## config.mk

```make
export PLATFORM = sky130hd
export DESIGN_NAME = nand_strobe_timer
export DESIGN_NICKNAME = d
export VERILOG_FILES = /design/src/rtl/nst_pkg.sv /design/src/rtl/nst_datapath.sv /design/src/rtl/nst_ctrl.sv /design/src/rtl/nand_strobe_timer.sv
export SDC_FILE = /design/constraint.sdc
export NUM_CORES = 1
export LEC_CHECK = 0
export ABC_AREA = 1
export BUFFER_PORTS_ARGS = -buffer_cell sky130_fd_sc_hd__buf_2
export CAP_MARGIN = 0
export CORE_UTILIZATION = 45
export CTS_BUF_LIST = sky130_fd_sc_hd__clkbuf_2
export CTS_CLUSTER_DIAMETER = 200
export DETAILED_ROUTE_END_ITERATION = 10
export PLACE_DENSITY = 0.81
export SETUP_SLACK_MARGIN = 0.1
export SLEW_MARGIN = 20
export SYNTH_ARGS = -nofsm -noshare
export SYNTH_HDL_FRONTEND = slang
export SYNTH_SLANG_ARGS = --single-unit
```

## constraint.sdc

```tcl
create_clock -name clk -period 2.6 [get_ports clk]
set_input_delay 0.26 -clock clk [delete_from_list [all_inputs] [get_ports clk]]
set_output_delay 0.26 -clock clk [all_outputs]
set_load 0.05 [all_outputs]
```

## src/rtl/nst_pkg.sv

```systemverilog
package nst_pkg;

  typedef enum logic [1:0] {
    KIND_CMD   = 2'd0,
    KIND_ADDR  = 2'd1,
    KIND_WRITE = 2'd2,
    KIND_READ  = 2'd3
  } cycleKind_t;

  typedef enum logic [2:0] {
    ST_IDLE,
    ST_SETUP,
    ST_STROBE,
    ST_HOLD,
    ST_WAIT,
    ST_POLL,
    ST_DONE
  } phase_t;

  // position of each field inside one half of the timing word
  localparam int FLD_SETUP = 0;
  localparam int FLD_HOLD  = 1;
  localparam int FLD_WIDTH = 2;
  localparam int FLD_RDY   = 3;
  localparam int NUM_FLD   = 4;

  // strobes from control to datapath
  typedef struct packed {
    logic   accept;
    logic   load;
    phase_t loadPhase;
    logic   capture;
  } dpCtrl_t;

  // status from datapath to control
  typedef struct packed {
    logic       cntZero;
    logic       rdyZero;
    cycleKind_t kind;
  } dpStat_t;

endpackage

```

## src/rtl/nst_datapath.sv

```systemverilog
module nst_datapath
  import nst_pkg::*;
#(
  parameter int DATA_W  = 8,
  parameter int FIELD_W = 4
) (
  input  logic                   clk,
  input  logic                   rst_n,
  input  dpCtrl_t                ctl,
  input  cycleKind_t             reqKind,
  input  logic [DATA_W-1:0]      reqWdata,
  input  logic [8*FIELD_W-1:0]   timingCfg,
  input  logic [DATA_W-1:0]      busDin,
  output dpStat_t                stat,
  output logic [DATA_W-1:0]      wrData,
  output logic [DATA_W-1:0]      rdData
);

  localparam int HALF_W = NUM_FLD * FIELD_W;
  localparam int CFG_W  = 2 * HALF_W;
  localparam int CNT_W  = FIELD_W + 1;

  logic [HALF_W-1:0] inHalf;
  logic [HALF_W-1:0] heldHalf;
  logic [HALF_W-1:0] curHalf;
  logic [FIELD_W-1:0] fld [NUM_FLD];
  logic [CNT_W-1:0]  cnt;
  logic [CNT_W-1:0]  loadVal;
  cycleKind_t        kindQ;
  logic [DATA_W-1:0] wdataQ;

  // reads use the low half of the word, all other kinds the high half
  assign inHalf  = (reqKind == KIND_READ) ? timingCfg[HALF_W-1:0]
                                          : timingCfg[CFG_W-1:HALF_W];
  assign curHalf = ctl.accept ? inHalf : heldHalf;

  generate
    for (genvar g = 0; g < NUM_FLD; g++) begin : g_fld
      assign fld[g] = curHalf[g*FIELD_W +: FIELD_W];
    end
  endgenerate

  always_comb begin
    loadVal = '0;
    unique case (ctl.loadPhase)
      ST_SETUP:  loadVal = CNT_W'(fld[FLD_SETUP]);
      ST_STROBE: loadVal = CNT_W'(fld[FLD_WIDTH]);
      ST_HOLD:   loadVal = CNT_W'(fld[FLD_HOLD]);
      ST_WAIT:   loadVal = {fld[FLD_RDY], 1'b0} - CNT_W'(1);
      default:   loadVal = '0;
    endcase
  end

  always_ff @(posedge clk) begin
    if (!rst_n) begin
      heldHalf <= '0;
      kindQ    <= KIND_CMD;
      wdataQ   <= '0;
      cnt      <= '0;
    end else begin
      if (ctl.accept) begin
        heldHalf <= inHalf;
        kindQ    <= reqKind;
        wdataQ   <= reqWdata;
      end
      if (ctl.load) begin
        cnt <= loadVal;
      end else if (cnt != '0) begin
        cnt <= cnt - CNT_W'(1);
      end
    end
  end

  always_ff @(posedge clk) begin
    if (!rst_n) begin
      rdData <= '0;
    end else if (ctl.capture) begin
      rdData <= busDin;
    end
  end

  assign stat.cntZero = (cnt == '0);
  assign stat.rdyZero = (fld[FLD_RDY] == '0);
  assign stat.kind    = kindQ;
  assign wrData       = wdataQ;

endmodule

```

## src/rtl/nst_ctrl.sv

```systemverilog
module nst_ctrl
  import nst_pkg::*;
(
  input  logic    clk,
  input  logic    rst_n,
  input  logic    reqValid,
  input  logic    flashRdy,
  input  dpStat_t stat,
  output dpCtrl_t ctl,
  output logic    reqReady,
  output logic    done,
  output logic    weN,
  output logic    reN,
  output logic    cle,
  output logic    ale,
  output logic    busOe
);

  phase_t state;
  phase_t nxtState;
  logic   isRead;
  logic   inFrame;

  assign isRead = (stat.kind == KIND_READ);

  always_comb begin
    ctl      = '0;
    nxtState = state;
    unique case (state)
      ST_IDLE: begin
        if (reqValid) begin
          ctl.accept    = 1'b1;
          ctl.load      = 1'b1;
          ctl.loadPhase = ST_SETUP;
          nxtState      = ST_SETUP;
        end
      end
      ST_SETUP: begin
        if (stat.cntZero) begin
          ctl.load      = 1'b1;
          ctl.loadPhase = ST_STROBE;
          nxtState      = ST_STROBE;
        end
      end
      ST_STROBE: begin
        if (stat.cntZero) begin
          ctl.capture   = isRead;
          ctl.load      = 1'b1;
          ctl.loadPhase = ST_HOLD;
          nxtState      = ST_HOLD;
        end
      end
      ST_HOLD: begin
        if (stat.cntZero) begin
          if (stat.rdyZero) begin
            nxtState = ST_POLL;
          end else begin
            ctl.load      = 1'b1;
            ctl.loadPhase = ST_WAIT;
            nxtState      = ST_WAIT;
          end
        end
      end
      ST_WAIT: begin
        if (stat.cntZero) nxtState = ST_POLL;
      end
      ST_POLL: begin
        if (flashRdy) nxtState = ST_DONE;
      end
      ST_DONE: nxtState = ST_IDLE;
      default: nxtState = ST_IDLE;
    endcase
  end

  always_ff @(posedge clk) begin
    if (!rst_n) state <= ST_IDLE;
    else        state <= nxtState;
  end

  assign inFrame  = (state == ST_SETUP) || (state == ST_STROBE) || (state == ST_HOLD);
  assign reqReady = (state == ST_IDLE);
  assign done     = (state == ST_DONE);
  assign weN      = !((state == ST_STROBE) && !isRead);
  assign reN      = !((state == ST_STROBE) && isRead);
  assign cle      = inFrame && (stat.kind == KIND_CMD);
  assign ale      = inFrame && (stat.kind == KIND_ADDR);
  assign busOe    = inFrame && !isRead;

endmodule

```

## src/rtl/nand_strobe_timer.sv

```systemverilog
module nand_strobe_timer
  import nst_pkg::*;
#(
  parameter int DATA_W  = 8,
  parameter int FIELD_W = 4
) (
  input  logic                 clk,
  input  logic                 rst_n,
  input  logic                 reqValid,
  input  logic [1:0]           reqKind,
  input  logic [DATA_W-1:0]    reqWdata,
  input  logic [8*FIELD_W-1:0] timingCfg,
  output logic                 reqReady,
  output logic                 done,
  output logic [DATA_W-1:0]    rdData,
  input  logic                 forceCeLow,
  input  logic                 flashRdy,
  input  logic [DATA_W-1:0]    busDin,
  output logic [DATA_W-1:0]    busDout,
  output logic                 busOe,
  output logic                 ceN,
  output logic                 cle,
  output logic                 ale,
  output logic                 weN,
  output logic                 reN
);

  dpCtrl_t ctl;
  dpStat_t stat;

  nst_ctrl u_ctrl (
    .clk      (clk),
    .rst_n    (rst_n),
    .reqValid (reqValid),
    .flashRdy (flashRdy),
    .stat     (stat),
    .ctl      (ctl),
    .reqReady (reqReady),
    .done     (done),
    .weN      (weN),
    .reN      (reN),
    .cle      (cle),
    .ale      (ale),
    .busOe    (busOe)
  );

  nst_datapath #(
    .DATA_W  (DATA_W),
    .FIELD_W (FIELD_W)
  ) u_dp (
    .clk       (clk),
    .rst_n     (rst_n),
    .ctl       (ctl),
    .reqKind   (cycleKind_t'(reqKind)),
    .reqWdata  (reqWdata),
    .timingCfg (timingCfg),
    .busDin    (busDin),
    .stat      (stat),
    .wrData    (busDout),
    .rdData    (rdData)
  );

  // chip enable is owned by the surrounding controller
  assign ceN = ~forceCeLow;

endmodule

```

==> impl_results.md <==
* Outcome: complete, but fails checks
* Violated checks: DRC
* Area leader, netlist: dfxtp_1
* Dominant cells by area after synthesis: dfxtp_1, nand2_1, inv_1
* Syn Std Cell Area at 2160 µm²
* HPWL Detailed at ~4 mm
* H-tree depth at 2
* Seq cells post-synth at 38
* Metal2 WL at 2.40 mm
* Syn_nets at 377
* # setup viols final at 0
* Peak supply drop at 0.000585 V
* Final ANT Viol Nets at 0
* Tot GR Track Use at between 20% and 30%
* Largest net degree at the start of global routing at 28
* Fin. max-slew vios at 0
* Synth top cells by count: nand2_1, inv_1, dfxtp_1, nor2_1
* DR WL/cell at 11.7 µm
* Most common cell in the synthesized netlist: nand2_1
* Gates resized, CTS repair at 0
* GRT overflow at 0
* Clock root cell: clkbuf_2
* Die X at 71.3 µm
* Wl on met1 at 2.36 mm
* Worst setup SP type: register
* Drt total wl at 5.19 mm
* First-pass GRT wire length at 8.93 mm
* Worst endpoint required time at 2.91 ns
* Cell Pwr Density at 933 nW/µm²
* Netlist cell types at 34
* Arr. time, crit path at 2.39 ns
* Number of global-route vias before repair at 2152
* Share of layout cells above drive strength 1 at 27.0%
* Final non-filler cell total at 444
* Largest family of logic cells by synthesized area: simple AND/OR/NAND/NOR gates
* XOR/XNOR Fraction of Synth Area at 1.62%
* Initial core utilization at between 40 and 50%
* 1st-iter DRT viols at 142
* Post-synth EDFFs at 0
* Inserted Diodes at 0
* Ys Warns at 0
* Post-Synth Simple-Gate Area at 30.2%
* Initial antenna violation count at 0
* Post-synth top flop: dfxtp_1
* Placed cell count at 438
* Async set-reset flop share out of synthesis at 0%
* Slew headroom at 55.6%
* Final hold vios at 0
* Port Buf Inserts at between 70 and 80
* Core area at ~4500 µm²
* TritonCTS clock tree: built
* Worst-skew pair later-pin latency at a little under 0.4 ns
* Synth top area share at a little over a third
* Worst-case clock buffer depth at 2
* CTS sink cnt at 38
* Routed wl met3 at 355 µm
* Post-Syn Instances at 319
* Fin crit share at 79.8%
* Final layout net count at 451
* F_max at 0.482 GHz
* Top layer in use: met4
* DR DRC count at 3
* Setup tns final at 0 ns
* Worst Tran Pin Value at 0.663 ns
* Share of the yosys chip area belonging to registers at 35.2%
* I/O pins at 79
* Mux share of post-synthesis cell area at 0%
* Via count at 2218
* Row cnt at 24
* CP Capture Type: register
* Final min period at 2.07 ns
* RSZ-0062 raised after global routing: no
* Area grow syn2layout at 19.8%
* Synth Area in Compound Gates at 18.8%
* Clock-pin slew on the worst setup and hold paths at 0.19 ns
* Pre-Repair DR Iteration Count at 7
* Crit path kind: reg -> reg
* Synth Area in Adders at 1.74%
* Final Skew at 0.0162 ns
* Die height at 71.3 µm
* Postcts setup bufs at 0
* GPL Wtd Cong at 0.937
* Hold_buf cts at 0
* Worst hold path class: in -> reg
* Avg Cell Area, Syn at 6.78 µm²
* Die area at 5090 µm²
* Post-DR vias/cell at between 4 and 5
* Leak at 1.32 nW
* Max-cap violations at 0
* CTS Buf Count at 5
* Worst Path Max Fanout at 10
==> registers in the layout, summed over array words and instances (netlist names) <==
| register | cells |
|---|---|
| u_dp.wrData | 8 |
| u_dp.kindQ | 2 |
| u_dp.cnt | 5 |
| u_dp.heldHalf | 12 |
| u_ctrl.state | 3 |
| u_dp.rdData | 8 |
==> cells in the final DEF, fill, tap and decap left out, types with 6 or more instances in the layout <==
cell	instances
o211ai_1	6
nor2_1	38
nand2_1	60
o21ai_0	27
inv_1	52
buf_2	78
dfxtp_1	38
a21oi_1	27
nand3_1	11
nand2_2	6
==> where the power goes <==
part | switching, W | total [W] | internal (W) | leakage [nW]
logic | 0.000939 | 0.00139 | 0.000453 | 0.989
clock network | 0.000191 | 0.000244 | 0.0000535 | 0.0223
registers | 0.0000740 | 0.000780 | 0.000706 | 0.312
==> kinds of logic after synthesis <==
group	count (synthesis)
AOI/OAI and AO/OA	72
and+or+nand+nor	135
adders and majority gates	3
DFF	38
buffers and inverters	67
xor gates and xnor gates	4
==> metrics by stage <==
step / setup slack, ns / util [%] / area (µm²) / power [W] / hold slack, ns
after global routing: 0.327 / 57.9 / 2590 / 0.00261 / 0.0906
after detailed placement: 0.480 / 57.2 / 2560 / 0.00217 / 0.435
after CTS: 0.532 / 57.9 / 2590 / 0.00242 / 0.0790
final: 0.526 / 57.9 / 2590 / 0.00242 / 0.0834
after global placement: 0.531 / 57.2 / 2560 / 0.00214 / 0.428
after floorplan: 0.641 / - / 2160 / 0.00191 / 0.398
==> layer usage <==
| layer | vias to the layer above | GRT usage (%) |
|---|---|---|
| met1 | 983 | 26.7 |
| met3 | 8 | 5.06 |
| met2 | 72 | 37.7 |
| met4 | 0 | 8.22 |
| met5 | - | 0 |
| li1 | 1155 | - |
==> critical path: stages, from the launching register on <==
cell and delay (ns):
dfxtp_1 0.42, nor2_4 0.20, nand2_4 0.09, nor2_8 0.18, nand2_1 0.07, o21ai_1 0.17, ha_1 0.30, nand3_4 0.12
nand2_4 0.12, nand3_4 0.07, nand2_2 0.10, nand2_1 0.05, nand2_1 0.05, inv_1 0.03
==> final timing paths <==
kind / cells after the start / startpoint / endpoint / slack [ns]
worst min register to register: 2 / u_dp.rdData[7] / u_dp.rdData[7] / 0.46
worst min-delay path: 3 / reqWdata[1] / u_dp.wrData[1] / 0.08
worst max register to register: 13 / u_ctrl.state[0] / u_dp.cnt[0] / 0.53
worst max-delay path: 13 / u_ctrl.state[0] / u_dp.cnt[0] / 0.53
==> cell type report <==
class | instances | area, µm²
Timing Repair Buffer | 79 | 398
Multi-Input combinational cell | 214 | 1130
Clock inverter | 1 | 3.75
Tap cell | 52 | 65.1
Fill cell | 429 | 1880
Clock buffer | 5 | 25.0
Sequential cell | 38 | 761
Inverter | 55 | 206
(Power assumes the default switching activity.)
